**config.mk**
```make
export PLATFORM = sky130hd
export DESIGN_NAME = sflash_seq
export DESIGN_NICKNAME = d
export VERILOG_FILES = /design/src/rtl/sfs_pkg.sv /design/src/rtl/sfs_byte_engine.sv /design/src/rtl/sfs_ctrl.sv /design/src/rtl/sflash_seq.sv
export SDC_FILE = /design/constraint.sdc
export NUM_CORES = 1
export LEC_CHECK = 0
export BUFFER_PORTS_ARGS = -buffer_cell sky130_fd_sc_hd__buf_2
export CAP_MARGIN = 5
export CORE_ASPECT_RATIO = 2
export CORE_MARGIN = 4
export CORE_UTILIZATION = 48
export DETAILED_ROUTE_END_ITERATION = 6
export PLACE_DENSITY = 0.67
export SETUP_SLACK_MARGIN = 0.5
export SLEW_MARGIN = 20
export SYNTH_ARGS = -nofsm -noshare
export SYNTH_HDL_FRONTEND = slang
export SYNTH_SLANG_ARGS = --single-unit
```
**constraint.sdc**
```tcl
create_clock -name clk -period 3.9 [get_ports clk]
set_input_delay 0.585 -clock clk [delete_from_list [all_inputs] [get_ports clk]]
set_output_delay 0.585 -clock clk [all_outputs]
set_load 0.01 [all_outputs]
```
**src/rtl/sfs_pkg.sv**
```systemverilog
// Shared definitions for the serial flash command sequencer.
// Assumes the command layout fixed here; software and engine both rely on it.
package sfs_pkg;
    localparam int SEL_W      = 3;
    localparam int CMD_W      = 21;
    localparam int DIV_W      = 3;
    localparam int DIV_MAX    = 6;

    localparam logic [SEL_W-1:0] SEL_CMD  = 3'd0;
    localparam logic [SEL_W-1:0] SEL_ADDR = 3'd1;
    localparam logic [SEL_W-1:0] SEL_DATA = 3'd2;
    localparam logic [SEL_W-1:0] SEL_STAT = 3'd3;
    localparam logic [SEL_W-1:0] SEL_TIME = 3'd4;

    // Command word, MSB first: cs[20:19] keep[18] wr[17] dlen[16:14] dum[13:10] alen[9:8] opc[7:0]
    typedef struct packed {
        logic [1:0] cs;
        logic       keep;
        logic       wr;
        logic [2:0] dlen;
        logic [3:0] dum;
        logic [1:0] alen;
        logic [7:0] opc;
    } cmd_t;

    typedef enum logic [2:0] {
        PH_IDLE, PH_OPC, PH_ADDR, PH_DUMMY, PH_DATA, PH_END
    } phase_e;
endpackage

```
**src/rtl/sfs_byte_engine.sv**
```systemverilog
// Byte shifter for SPI mode 3. On start it drops SCK, presents bit 7 of the
// byte and runs eight clock periods of half_per system clocks per level.
// MISO is taken when SCK rises; done pulses with the received byte.
// Assumes half_per is already within 1..DIV_MAX and start only while idle.
module sfs_byte_engine #(
    parameter int DIV_W = 3
) (
    input  logic             clk,
    input  logic             rst_n,
    input  logic             start,
    input  logic [7:0]       tx,
    input  logic [DIV_W-1:0] half_per,
    input  logic             miso,
    output logic             sck,
    output logic             mosi,
    output logic             done,
    output logic [7:0]       rx
);
    logic             busy_q;
    logic             sck_q;
    logic [2:0]       bit_q;
    logic [DIV_W-1:0] cnt_q;
    logic [7:0]       txs_q;
    logic [7:0]       rxs_q;
    logic             done_q;

    // Shift sequencing: level timer, bit count, shift registers.
    always_ff @(posedge clk) begin
        if (!rst_n) begin
            busy_q <= 1'b0;
            sck_q  <= 1'b1;
            bit_q  <= '0;
            cnt_q  <= '0;
            txs_q  <= '0;
            rxs_q  <= '0;
            done_q <= 1'b0;
        end else begin
            done_q <= 1'b0;
            if (!busy_q) begin
                if (start) begin
                    busy_q <= 1'b1;
                    sck_q  <= 1'b0;
                    bit_q  <= '0;
                    cnt_q  <= '0;
                    txs_q  <= tx;
                end
            end else if (cnt_q == half_per - 1'b1) begin
                cnt_q <= '0;
                if (!sck_q) begin
                    sck_q <= 1'b1;
                    rxs_q <= {rxs_q[6:0], miso};
                end else if (bit_q == 3'd7) begin
                    busy_q <= 1'b0;
                    done_q <= 1'b1;
                end else begin
                    bit_q <= bit_q + 1'b1;
                    sck_q <= 1'b0;
                    txs_q <= {txs_q[6:0], 1'b0};
                end
            end else begin
                cnt_q <= cnt_q + 1'b1;
            end
        end
    end

    assign sck  = sck_q;
    assign mosi = txs_q[7];
    assign done = done_q;
    assign rx   = rxs_q;
endmodule

```
**src/rtl/sfs_ctrl.sv**
```systemverilog
// Phase sequencer. Accepts a decoded command, drives chip select and walks
// opcode, address, dummy and data phases, issuing one byte at a time to the
// byte engine. Assumes go arrives only while pending is low.
module sfs_ctrl
    import sfs_pkg::*;
#(
    parameter int NUM_CS     = 2,
    parameter int ADDR_W     = 24,
    parameter int DATA_BYTES = 4
) (
    input  logic                  clk,
    input  logic                  rst_n,
    input  logic                  go,
    input  cmd_t                  cmd,
    input  logic [ADDR_W-1:0]     addr,
    input  logic [8*DATA_BYTES-1:0] wdata,
    input  logic                  eng_done,
    input  logic [7:0]            eng_rx,
    output logic                  eng_start,
    output logic [7:0]            eng_tx,
    output logic                  pending,
    output logic [NUM_CS-1:0]     cs_n,
    output logic                  cap_we,
    output logic [1:0]            cap_lane,
    output logic [7:0]            cap_byte
);
    phase_e     phase_q;
    cmd_t       cmd_q;
    logic [3:0] idx_q;
    logic       start_q;
    logic       held_q;
    logic [1:0] csel_q;
    logic       pend_q;

    function automatic logic [3:0] data_len(cmd_t c);
        return (int'(c.dlen) > DATA_BYTES) ? 4'(DATA_BYTES) : {1'b0, c.dlen};
    endfunction

    function automatic logic [3:0] phase_len(phase_e p, cmd_t c);
        case (p)
            PH_OPC:   return 4'd1;
            PH_ADDR:  return {2'b00, c.alen};
            PH_DUMMY: return c.dum;
            PH_DATA:  return data_len(c);
            default:  return 4'd0;
        endcase
    endfunction

    // First non-empty phase strictly after p (PH_IDLE means opcode skipped).
    function automatic phase_e next_phase(phase_e p, cmd_t c);
        if ((p == PH_IDLE || p == PH_OPC) && c.alen != 2'd0)
            return PH_ADDR;
        if ((p == PH_IDLE || p == PH_OPC || p == PH_ADDR) && c.dum != 4'd0)
            return PH_DUMMY;
        if (p != PH_DATA && data_len(c) != 4'd0)
            return PH_DATA;
        return PH_END;
    endfunction

    // Command acceptance, phase advance and chip-select hold.
    always_ff @(posedge clk) begin
        if (!rst_n) begin
            phase_q <= PH_IDLE;
            cmd_q   <= '0;
            idx_q   <= '0;
            start_q <= 1'b0;
            held_q  <= 1'b0;
            csel_q  <= '0;
            pend_q  <= 1'b0;
        end else begin
            start_q <= 1'b0;
            if (go) begin
                cmd_q  <= cmd;
                pend_q <= 1'b1;
                idx_q  <= '0;
                if (data_len(cmd) == 4'd0 && !cmd.keep) begin
                    phase_q <= PH_END;
                end else if (!held_q) begin
                    phase_q <= PH_OPC;
                    held_q  <= 1'b1;
                    csel_q  <= cmd.cs;
                    start_q <= 1'b1;
                end else begin
                    phase_q <= next_phase(PH_IDLE, cmd);
                    start_q <= (next_phase(PH_IDLE, cmd) != PH_END);
                end
            end else if (phase_q == PH_END) begin
                pend_q  <= 1'b0;
                held_q  <= cmd_q.keep;
                phase_q <= PH_IDLE;
            end else if (eng_done) begin
                if (idx_q + 1'b1 < phase_len(phase_q, cmd_q)) begin
                    idx_q   <= idx_q + 1'b1;
                    start_q <= 1'b1;
                end else begin
                    idx_q   <= '0;
                    phase_q <= next_phase(phase_q, cmd_q);
                    start_q <= (next_phase(phase_q, cmd_q) != PH_END);
                end
            end
        end
    end

    // Byte selection for the phase in progress.
    always_comb begin
        logic [ADDR_W-1:0]       ashift;
        logic [8*DATA_BYTES-1:0] dshift;
        ashift = addr >> (8 * (int'(cmd_q.alen) - 1 - int'(idx_q)));
        dshift = wdata >> (8 * int'(idx_q));
        case (phase_q)
            PH_OPC:  eng_tx = cmd_q.opc;
            PH_ADDR: eng_tx = ashift[7:0];
            PH_DATA: eng_tx = cmd_q.wr ? dshift[7:0] : 8'h00;
            default: eng_tx = 8'h00;
        endcase
    end

    // One active-low select per device; only the latched index may be low.
    for (genvar i = 0; i < NUM_CS; i++) begin : g_cs
        assign cs_n[i] = !(held_q && csel_q == 2'(i));
    end

    assign eng_start = start_q;
    assign pending   = pend_q;
    assign cap_we    = eng_done && phase_q == PH_DATA && !cmd_q.wr;
    assign cap_lane  = idx_q[1:0];
    assign cap_byte  = eng_rx;
endmodule

```
**src/rtl/sflash_seq.sv**
```systemverilog
// Serial flash command sequencer top. Holds the software registers
// (address, data, status, timing), rejects commands while busy and connects
// the phase sequencer to the mode-3 byte engine.
// Assumes NUM_CS is between 1 and 4 and a 32-bit data register.
module sflash_seq
    import sfs_pkg::*;
#(
    parameter int NUM_CS = 2,
    parameter int ADDR_W = 24,
    parameter int REG_W  = 32
) (
    input  logic              clk,
    input  logic              rst_n,
    input  logic              wr_en,
    input  logic [SEL_W-1:0]  wr_sel,
    input  logic [REG_W-1:0]  wr_data,
    input  logic [SEL_W-1:0]  rd_sel,
    output logic [REG_W-1:0]  rd_data,
    output logic              sck,
    output logic              mosi,
    input  logic              miso,
    output logic [NUM_CS-1:0] cs_n
);
    localparam int DATA_BYTES = REG_W / 8;

    logic [ADDR_W-1:0] addr_q;
    logic [REG_W-1:0]  data_q;
    logic [DIV_W-1:0]  div_q;
    logic [DIV_W-1:0]  div_eff;
    logic              err_q;
    logic              pending;
    logic              cmd_wr;
    logic              go;
    logic              eng_start, eng_done;
    logic [7:0]        eng_tx, eng_rx;
    logic              cap_we;
    logic [1:0]        cap_lane;
    logic [7:0]        cap_byte;

    assign cmd_wr = wr_en && wr_sel == SEL_CMD;
    assign go     = cmd_wr && !pending;

    // Clamp the half period to the supported range.
    assign div_eff = (div_q == '0) ? DIV_W'(1) :
                     (int'(div_q) > DIV_MAX) ? DIV_W'(DIV_MAX) : div_q;

    // Software-visible registers and read-data capture.
    always_ff @(posedge clk) begin
        if (!rst_n) begin
            addr_q <= '0;
            data_q <= '0;
            div_q  <= DIV_W'(1);
        end else begin
            if (wr_en && wr_sel == SEL_ADDR) addr_q <= wr_data[ADDR_W-1:0];
            if (wr_en && wr_sel == SEL_TIME) div_q  <= wr_data[DIV_W-1:0];
            if (wr_en && wr_sel == SEL_DATA) data_q <= wr_data;
            if (cap_we) data_q[8*cap_lane +: 8] <= cap_byte;
        end
    end

    // Sticky error: set by a command written while busy, cleared by write-one.
    always_ff @(posedge clk) begin
        if (!rst_n)
            err_q <= 1'b0;
        else if (cmd_wr && pending)
            err_q <= 1'b1;
        else if (wr_en && wr_sel == SEL_STAT && wr_data[1])
            err_q <= 1'b0;
    end

    // Register read multiplexer.
    always_comb begin
        case (rd_sel)
            SEL_ADDR: rd_data = REG_W'(addr_q);
            SEL_DATA: rd_data = data_q;
            SEL_STAT: rd_data = REG_W'({err_q, pending});
            SEL_TIME: rd_data = REG_W'(div_q);
            default:  rd_data = '0;
        endcase
    end

    sfs_ctrl #(
        .NUM_CS     (NUM_CS),
        .ADDR_W     (ADDR_W),
        .DATA_BYTES (DATA_BYTES)
    ) u_ctrl (
        .clk       (clk),
        .rst_n     (rst_n),
        .go        (go),
        .cmd       (cmd_t'(wr_data[CMD_W-1:0])),
        .addr      (addr_q),
        .wdata     (data_q),
        .eng_done  (eng_done),
        .eng_rx    (eng_rx),
        .eng_start (eng_start),
        .eng_tx    (eng_tx),
        .pending   (pending),
        .cs_n      (cs_n),
        .cap_we    (cap_we),
        .cap_lane  (cap_lane),
        .cap_byte  (cap_byte)
    );

    sfs_byte_engine #(
        .DIV_W (DIV_W)
    ) u_eng (
        .clk      (clk),
        .rst_n    (rst_n),
        .start    (eng_start),
        .tx       (eng_tx),
        .half_per (div_eff),
        .miso     (miso),
        .sck      (sck),
        .mosi     (mosi),
        .done     (eng_done),
        .rx       (eng_rx)
    );
endmodule

```
==> results_dict.tcl, run 1 <==
set metrics [dict create \
    status "complete, no violations" \
    design_area_mm2 0.00775 \
    grt.overflow.total 0 \
    synth_ff_type "dfxtp_1" \
    setup_ws_ps 595 \
    grt_pass1_wl_mm 33.5 \
    antenna_found_initial 0 \
    synth_top_family_by_area "simple AND/OR/NAND/NOR gates" \
    async_flop_share 0 \
    final_cells 1057 \
    syn_inst 839 \
    layout.nets 955 \
    dieArea_mm2 0.0159 \
    dr.pass1.iters 5 \
    finalWirelength_mm 21.8 \
    clock_latency_ps 410 \
    worstPathMaxFanout 7 \
    pin_count 78 \
    cts_tree "built" \
    multi_input_area_mm2 0.00405 \
    synth_seq_cells 116 \
    hp-class "input pin to flop" \
    portBuffers 77 \
    synth_xor_xnor_area_share 0.0126 \
    max-cap-violations 0 \
    cts_root_buffer "clkbuf_16" \
    clock.fmax_mhz 303 \
    yosys.area_share.simple 0.258 \
    cp_slowest_stage_delay_ps 560 \
    fin_crit_ps 3310 \
    cp_common_cell "ha_1" \
    postRouteAntennaNets 0 \
    drive_above_1_share 0.177 \
    finalSetupTns_ps 0 \
    report.final.slew_viol_count 0 \
    setup_viol 0 \
    synth_area_per_cell_um2 7.92 \
    vdd_drop_max_v 0.000349 \
    syn-num-nets 905 \
    cp-end-kind "flop" \
    cts_made_buffers 17 \
    muxShareOfSynthArea 0.0617 \
    grt_setup_unrepaired "false" \
    ys_warn_count 0 \
    critPathSlowestCell "or4_1" \
    maxSlewHeadroom 0.300 \
    place_ws_ps 563 \
    htreeDepth 4 \
    critPathTopFamily "simple AND/OR/NAND/NOR gates" \
    num_antenna_cells 0 \
    crit_chain "inv_1 > ha_1 > inv_1 > ha_1 > nor2b_1 > o22ai_1 > o21ai_1 > nand2_1 > nand2_1 > ha_1 > nor4_2 > nand4_1 > or4_1 > a31oi_1" \
    final_util 0.573 \
    initial_core_util 0.492 \
    tightest_slew_ps 1050 \
    grt_pass1_vias 6236 \
    die-width_um 91.2 \
    area_growth_pct 16.6 \
    period_share 0.848 \
    synthDistinctLibCells 58 \
    seq_area_mm2 0.00232 \
    synth_compound_area_frac 0.223 \
    vias 6430 \
    start_kind "flop" \
    remaining_drc_errors 0 \
    grt_usage 0.271 \
    synthAdderAreaFrac 0.0463 \
    leakage_uw 0.00286 \
    die_h_um 174 \
    hold_violations 0 \
    synthesis.area_mm2 0.00665 \
    cp.required_ps 4240 \
    yosysSeqAreaShare 0.349 \
    grt_max_degree 52 \
    route.detailed.wl_per_inst_um 20.6 \
    power_density_mw_per_mm2 389 \
    synth_edf_count 0 \
    arrival_ps 3640 \
    nFillCells 1290 \
    vias_per_cell 6.08 \
    placed_area_mm2 0.00709 \
    clkSlewWorstSetupHoldPaths_ps 60 \
    place.gp.congestion 0.945 \
    core_mm2 0.0135 \
    dp_hpwl_mm 15.7 \
    clock-sinks 116 \
    crit_type "flop to flop" \
    worst-path-buf-inv 2 \
    dp.cells 1021 \
    finClkSkew_ps 9.62 \
    drtIter0Drc 374 \
    rows 60 \
    clock_path_buffers 2 \
]
-- cell usage after synthesis (3+ instances only) --
| cell | number | area, µm² |
|---|---|---|
| nand4_1 | 9 | 56.3 |
| nor3b_1 | 7 | 52.6 |
| nor4_1 | 8 | 50.1 |
| clkbuf_1 | 44 | 165 |
| mux2_2 | 8 | 90.1 |
| a22oi_1 | 11 | 82.6 |
| nand2b_1 | 3 | 18.8 |
| nor3_1 | 5 | 25.0 |
| o21a_1 | 3 | 22.5 |
| mux2i_1 | 14 | 140 |
| nand3_1 | 10 | 50.1 |
| nand3b_1 | 6 | 45.0 |
| o21ai_0 | 16 | 80.1 |
| a21boi_0 | 46 | 345 |
| or4_1 | 6 | 45.0 |
| a32oi_1 | 4 | 35.0 |
| buf_2 | 14 | 70.1 |
| nor2_1 | 22 | 82.6 |
| mux4_2 | 8 | 180 |
| inv_1 | 19 | 71.3 |
| xnor2_1 | 4 | 35.0 |
| nand2_1 | 200 | 751 |
| a22o_1 | 22 | 193 |
| nor2b_1 | 46 | 288 |
| and2_1 | 18 | 113 |
| a31oi_1 | 38 | 238 |
| o22ai_1 | 5 | 31.3 |
| a21oi_1 | 59 | 295 |
| dfxtp_1 | 116 | 2320 |
| and3_1 | 3 | 18.8 |
| buf_1 | 3 | 11.3 |
| ha_1 | 23 | 288 |
| o31a_1 | 5 | 43.8 |
| xor2_1 | 3 | 26.3 |
-- cells in the final DEF, fill, tap and decap left out, drive strengths merged, types with 5 or more instances in the layout --
cell	count
a21boi	46
nand3b	6
a22o	22
nand2	201
and2	18
clkbuf	19
inv	21
nand4	9
dfxtp	116
nand3	10
nor3b	8
a22oi	11
mux2	8
mux4	8
or4	6
o21ai	17
o31a	5
a31oi	38
a21oi	59
nor2	23
nor3	7
buf	93
mux2i	14
ha	23
clkinv	5
o22ai	5
nor2b	46
nor4	8
-- what timing repair did --
action | in CTS | in global routing
endpoints found under the setup margin | 0 | 8
buffers inserted | 0 | 4
endpoints found under the hold margin | 0 | 0
hold buffers | 0 | 0
resized for setup | 0 | 5
-- report_power, final --
| part | internal, µW | switching, µW |
|---|---|---|
| Sequential | 1210 | 27.3 |
| Clock | 965 | 606 |
| Combinational | 83.4 | 126 |
-- metrics by stage --
| stage | hold slack, ps | power, µW |
|---|---|---|
| 3_3_place_gp | 452 | 1460 |
| 3_5_place_dp | 460 | 1460 |
| 6_report | 415 | 3020 |
| 4_1_cts | 407 | 3020 |
| 2_1_floorplan | 443 | 1380 |
| 5_1_grt | 434 | 3100 |
-- routing by layer --
| layer | global-route usage | wire length, µm | vias to the layer above |
|---|---|---|---|
| li1 | - | - | 3058 |
| met1 | 0.284 | 7680 | 2994 |
| met2 | 0.484 | 11100 | 291 |
| met3 | 0.0437 | 1240 | 87 |
| met4 | 0.193 | 1750 | 0 |
| met5 | 0 | 0 | - |
-- final timing paths --
kind	slack, ps	cells past startpoint	to	startpoint
setup / recovery	590	14	u_eng.txs_q[5]	u_ctrl.cmd_q[8]
hold / removal	420	3	u_eng.rx[0]	miso
setup reg to reg	590	14	u_eng.txs_q[5]	u_ctrl.cmd_q[8]
hold reg to reg	470	2	u_ctrl.cmd_q[18]	u_ctrl.cmd_q[18]
-- sequential cells by signal, indices dropped and copies added (netlist names) --
name	flops
data_q	32
addr_q	24
u_ctrl.cmd_q	19
u_eng.rx	8
u_eng.txs_q	8
u_ctrl.idx_q	4
div_q	3
u_ctrl.phase_q	3
u_eng.bit_q	3
u_eng.cnt_q	3
u_ctrl.csel_q	2
err_q	1
u_ctrl.eng_start	1
u_ctrl.held_q	1
u_ctrl.pending	1
u_eng.busy_q	1
u_eng.done	1
u_eng.sck	1
-- worst register-to-register path, cell delays in order, from the launching register on --
cell and delay [ps]:
dfxtp_2 350, inv_1 60, ha_1 280, inv_1 100
ha_1 230, nor2b_1 130, o22ai_1 130, o21ai_1 110
nand2_1 130, nand2_1 70, ha_1 300, nor4_2 310
nand4_1 320, or4_1 560, a31oi_1 170
-- layout make-up --
cell class,instances,share of cell area
Sequential cell,116,0.300
Inverter,19,0.00920
Timing Repair Buffer,93,0.0668
Tap cell,155,0.0250
Clock buffer,19,0.0572
Multi-Input combinational cell,642,0.522
Clock inverter,13,0.0195
-- cell families after synthesis --
family | Yosys count
AO/OA/AOI/OAI | 223
XOR/XNOR | 8
adder cells (fa/ha/maj) | 24
buffers and inverters | 81
flip-flops | 116
multiplexers | 30
AND/OR/NAND/NOR | 357
Note: power is estimated with default switching activity, not from simulation.
==> inputs of run 2 (changes only) <==
--- a/config.mk
+++ b/config.mk
@@ -5,6 +5,7 @@
 export SDC_FILE = /design/constraint.sdc
 export NUM_CORES = 1
 export LEC_CHECK = 0
+export ABC_AREA = 1
 export BUFFER_PORTS_ARGS = -buffer_cell sky130_fd_sc_hd__buf_2
 export CAP_MARGIN = 5
 export CORE_ASPECT_RATIO = 2
==> constraint.sdc (replaced) <==
create_clock -name clk -period 3.09 [get_ports clk]
set_input_delay 0.4635 -clock clk [delete_from_list [all_inputs] [get_ports clk]]
set_output_delay 0.4635 -clock clk [all_outputs]
set_load 0.01 [all_outputs]
==> run 2 against run 1 <==
  * Maximum frequency is 18% higher
  * Global-route usage down 0.31 points
  * Combinational power increased by 57%
  * Critical endpoint is now u_eng.txs_q[0]
==> results_dict.tcl, run 2 <==
set metrics [dict create \
    num_antenna_cells 0 \
    clock_path_buffers 2 \
    hold_violations 0 \
    clkSlewWorstSetupHoldPaths_ps 50 \
    vias 6916 \
    yosysMostFrequentCell "a21oi_1" \
    vias_per_cell 5.71 \
    dr.pass1.iters 6 \
    place.gp.congestion 0.947 \
    worstPathMaxFanout 8 \
    synth_compound_area_frac 0.272 \
    synth_xor_xnor_area_share 0.0106 \
    finClkSkew_ps 11.4 \
    synth_area_per_cell_um2 6.77 \
    initial_core_util 0.491 \
    ys_top_cells_by_count "a21oi_1, o21ai_0, inv_1" \
    fin_crit_ps 2800 \
    synth_edf_count 0 \
    largest_reg_flops 32 \
    most-common-layout-cells "a21oi_1, o21ai_0, inv_1" \
    synthesis.area_mm2 0.00659 \
    start_kind "flop" \
    grt_setup_unrepaired "true" \
    portBuffers 77 \
    remaining_drc_errors 0 \
    min-delay-start "wr_data[21]" \
    largestRegisters "data_q x32, addr_q x24, u_ctrl.cmd_q x19" \
    clock-sinks 116 \
    status "complete, no violations" \
    htreeDepth 4 \
    cp_slowest_stage_delay_ps 360 \
    area_growth_pct 19.7 \
    synthDistinctLibCells 43 \
    async_flop_share 0 \
    maxSlewHeadroom 0.506 \
    synthAdderAreaFrac 0.0467 \
    syn-num-nets 1040 \
    grt_max_degree 49 \
    finalWirelength_mm 21.3 \
    ctsHoldBuffers 0 \
    leakage_uw 0.00322 \
    synth_top_area_frac 0.352 \
    clock.fmax_mhz 357 \
    place_ws_ps 164 \
    cts_root_buffer "clkbuf_16" \
    cts_tree "built" \
    setup_viol 0 \
    power_density_mw_per_mm2 495 \
    synth_top_family_by_area "compound AO/OA/AOI/OAI gates" \
    rows 60 \
    ys_warn_count 0 \
    finalPower_uw 3900 \
    die_h_um 174 \
    cp.required_ps 3440 \
    drtIter0Drc 477 \
    synth_seq_cells 116 \
    final_util 0.587 \
    postRouteAntennaNets 0 \
    grt_pass1_vias 6491 \
    yosysSeqAreaShare 0.352 \
    grt.overflow.total 0 \
    crit_chain "inv_4 > ha_4 > inv_4 > fa_2 > nand3_1 > o221ai_2 > ha_1 > nor2_1 > nand4_1 > nor2_1 > nand2_1 > a21oi_4 > nand2_2 > nand2_2 > nand3_2 > a21oi_2" \
    yosys.area_share.simple 0.187 \
    dieArea_mm2 0.0158 \
    arrival_ps 3150 \
    pin_count 78 \
    finalSetupTns_ps 0 \
    regMostFlops "data_q" \
    core_mm2 0.0134 \
    crit_type "flop to flop" \
    timing.rr.start "u_ctrl.cmd_q[8]" \
    cts_made_buffers 17 \
    period_share 0.907 \
    tightest_slew_ps 739 \
    critPathSlowestCell "fa_2" \
    vdd_drop_max_v 0.000390 \
    antenna_found_initial 0 \
    dp_hpwl_mm 15.8 \
    layout_commonest_cell "a21oi_1" \
    clock_latency_ps 430 \
    layout.nets 1111 \
    grt_pass1_wl_mm 33.2 \
    report.final.slew_viol_count 0 \
    critPathLaunch "u_ctrl.cmd_q[8]" \
    muxShareOfSynthArea 0.0137 \
    whs_ps 299 \
    synth_ff_type "dfxtp_1" \
    drive_above_1_share 0.179 \
    die-width_um 90.9 \
    syn_inst 974 \
    synth_area_leaders "dfxtp_1, a21oi_1, o21ai_0, inv_1, nand2_1" \
    hp-class "input pin to flop" \
    synth_top_cell_by_area "dfxtp_1" \
    grt_usage 0.268 \
    route.detailed.wl_per_inst_um 17.6 \
    cp-end-kind "flop" \
    max-cap-violations 0 \
    setup_ws_ps 287 \
]
==> run 2: final cells by class <==
cell class	count	area, µm²
fill	1345	5550
multi-input combinational	660	3630
sequential	116	2320
timing repair buffer	103	581
inverter	147	563
clock buffer	24	502
tap	155	194
clock inverter	7	96.3
==> run 2: path summary, 6_finish.rpt <==
kind | to | slack [ps] | cells past startpoint
setup / recovery | u_eng.txs_q[0] | 290 | 16
hold / removal | addr_q[21] | 300 | 3
setup reg to reg | u_eng.txs_q[0] | 290 | 16
hold reg to reg | data_q[7] | 450 | 2
==> run 2: kinds of logic after synthesis <==
group | count (synthesis)
xor+xnor | 8
compound gates | 342
simple gates | 278
fa+ha+maj | 24
mux | 8
buf+inv | 198
flops | 116
==> run 2: per-stage QoR <==
step           instance area, µm²  instances
6_report                     7890       1212
5_1_grt                      7890       1212
4_1_cts                      7800       1211
3_5_place_dp                 7090       1173
3_3_place_gp                 7090       1173
2_1_floorplan                6600        974
==> run 2: routing by layer <==
layer / track usage / share of wire / routed length, µm
met1: 0.276 / 0.36 / 7760
met2: 0.479 / 0.52 / 11000
met3: 0.0439 / 0.041 / 884
met4: 0.200 / 0.078 / 1660
met5: 0 / 0 / 0
==> run 2: repair_timing <==
action | 4_1_cts | 5_1_grt
cloned | 0 | 0
resized for setup | 16 | 19
pin swaps | 20 | 16
setup endpoints to repair | 8 | 16
setup buffers | 7 | 1
==> run 2: critical path, delay by kind of cell, from the launching register on <==
family / cells / cell delay (ps)
AND/OR/NAND/NOR: 8 / 880
AO/OA/AOI/OAI: 3 / 480
adder cells (fa/ha/maj): 3 / 910
flip-flops: 1 / 350
buffers and inverters: 2 / 100
==> run 2: power breakdown <==
group | internal, µW | leakage, µW | switching (µW)
Combinational | 119 | 0.00199 | 210
Sequential | 1530 | 0.000941 | 28.6
Clock | 1290 | 0.000285 | 722
==> inputs of run 3 (changes only) <==
--- a/config.mk
+++ b/config.mk
@@ -5,14 +5,13 @@
 export SDC_FILE = /design/constraint.sdc
 export NUM_CORES = 1
 export LEC_CHECK = 0
-export ABC_AREA = 1
 export BUFFER_PORTS_ARGS = -buffer_cell sky130_fd_sc_hd__buf_2
 export CAP_MARGIN = 5
 export CORE_ASPECT_RATIO = 2
 export CORE_MARGIN = 4
-export CORE_UTILIZATION = 48
+export CORE_UTILIZATION = 50
 export DETAILED_ROUTE_END_ITERATION = 6
-export PLACE_DENSITY = 0.67
+export PLACE_DENSITY = 0.69
 export SETUP_SLACK_MARGIN = 0.5
 export SLEW_MARGIN = 20
 export SYNTH_ARGS = -nofsm -noshare
==> run 3 against run 2 <==
  * The flow now finishes with violations (setup timing)
  * Global-route usage grew 3.1 points
  * Maximum frequency is 11% lower
  * Via count down 4.8%
  * Combinational power is 12% lower
  * Wire length is 4.7% higher
  * Clock power shrank 8%
  * Sequential cell count did not move
  * Critical path depth decreased by 3
  * Sequential share of layout area fell by 0.26 points
  * Largest power group unchanged
  * Highest routed layer unchanged
==> results_dict.tcl, run 3 (synthesis gave the netlist of run 1 again) <==
set metrics [dict create \
    critPathSlowestCell "or4_4" \
    tightest_slew_ps 884 \
    clkSlewWorstSetupHoldPaths_ps 60 \
    report.final.slew_viol_count 0 \
    vias 6587 \
    power_density_mw_per_mm2 464 \
    worstPathMaxFanout 5 \
    drtIter0Drc 469 \
    max-cap-violations 0 \
    finClkSkew_ps 6.74 \
    grt_pass1_wl_mm 34.5 \
    postRouteAntennaNets 0 \
    p_sw_frac 0.274 \
    place.gp.congestion 0.985 \
    hold_violations 0 \
    layout.nets 968 \
    htreeDepth 4 \
    dr.pass1.iters 7 \
    grt.overflow.total 0 \
    most-common-layout-cells "nand2_1, dfxtp_1, buf_2" \
    cp-end-kind "flop" \
    period_share 1.02 \
    core_mm2 0.0130 \
    die-width_um 89.5 \
    pin_count 78 \
    grt_max_degree 58 \
    rows 59 \
    violations "setup timing" \
    final_util 0.614 \
    hp-class "input pin to flop" \
    regMostFlops "data_q" \
    clock_latency_ps 420 \
    combPwrFrac 0.078 \
    clock-sinks 116 \
    initial_core_util 0.512 \
    vias_per_cell 6.17 \
    cts_tree "built" \
    area_growth_pct 20.0 \
    setup_viol 1 \
    crit_type "flop to flop" \
    largest_reg_flops 32 \
    vdd_drop_max_v 0.000389 \
    cts_made_buffers 17 \
    remaining_drc_errors 0 \
    maxSlewHeadroom 0.409 \
    die_h_um 171 \
    clock_path_buffers 2 \
    start_kind "flop" \
    largestRegisters "data_q x32, addr_q x24, u_ctrl.cmd_q x19" \
    dp.cells 1025 \
    drive_above_1_share 0.223 \
    arrival_ps 3510 \
    cts_root_buffer "clkbuf_16" \
    dp_hpwl_mm 16.1 \
    grt_pass1_vias 6545 \
    clock.fmax_mhz 316 \
    final_cells 1067 \
    antenna_found_initial 0 \
    fin_crit_ps 3170 \
    seqPwrFrac 0.421 \
    cp.required_ps 3440 \
    status "finished, violations left" \
    num_antenna_cells 0 \
    p_sw_uw 1020 \
    finalWirelength_mm 22.3 \
    portBuffers 77 \
    crit_chain "inv_2 > ha_4 > inv_2 > fa_2 > buf_4 > a31oi_1 > o22ai_1 > ha_1 > nor4b_2 > nand4_1 > buf_4 > or4_4 > a31oi_1" \
    grt_usage 0.299 \
    grt_setup_unrepaired "true" \
    cp_slowest_stage_delay_ps 510 \
    dieArea_mm2 0.0153 \
    setup_ws_ps -77.0 \
    p_int_uw 2690 \
    layout_commonest_cell "nand2_1" \
    leakage_uw 0.00300 \
    p_clk_frac 0.501 \
    route.detailed.wl_per_inst_um 20.9 \
]
## run 3: stage by stage
stage	instance area [µm²]	setup WS, ps	TNS [ps]	hold WS, ps	total power [µW]
2_1_floorplan	6680	276	0	443	1740
3_3_place_gp	7160	111	0	453	1840
3_5_place_dp	7160	-13.4	-13.4	463	1850
4_1_cts	7850	24.3	0	283	3690
5_1_grt	7980	-137	-331	309	3800
6_report	7980	-77.0	-77.0	285	3700
## run 3: repair_timing
item / in CTS / in global routing
endpoints found under the hold margin: 0 / 0
hold buffers: 0 / 0
pin swaps: 6 / 14
resized for setup: 14 / 29
buffers inserted: 8 / 2
endpoints found under the setup margin: 14 / 46
## run 3: path summary, 6_finish.rpt
check | slack, ps | start | to | cells past startpoint
hold / removal | 280 | miso | u_eng.rx[0] | 3
setup / recovery | -80 | u_ctrl.cmd_q[8] | u_eng.txs_q[7] | 13
hold reg to reg | 470 | u_ctrl.cmd_q[5] | u_ctrl.cmd_q[5] | 2
setup reg to reg | -80 | u_ctrl.cmd_q[8] | u_eng.txs_q[7] | 13
## run 3: final cells by class
class	count	area, µm²
tap	152	190
multi-input combinational	642	4210
sequential	116	2330
clock buffer	17	425
clock inverter	15	124
timing repair buffer	106	631
inverter	19	71.3
fill	1122	5020
## run 3: power groups by stage
stage | clock (µW) | sequential, µW | combinational (µW)
detailed placement | 0 | 1590 | 266
global placement | 0 | 1590 | 258
floorplan | 0 | 1570 | 171
finish | 1850 | 1560 | 290
global route | 1920 | 1560 | 316
CTS | 1860 | 1550 | 276
## run 3: routing by layer
layer | wire length, µm | global-route usage
met1 | 8090 | 0.326
met2 | 10900 | 0.485
met3 | 1180 | 0.0554
met4 | 2130 | 0.248
met5 | 0 | 0
## run 3: worst max-delay path, delay by kind of cell, from the launching register on
kind | cells | cell delay (ps)
fa+ha+maj | 3 | 930
buf+inv | 4 | 440
simple gates | 3 | 940
compound gates | 3 | 430
flops | 1 | 350
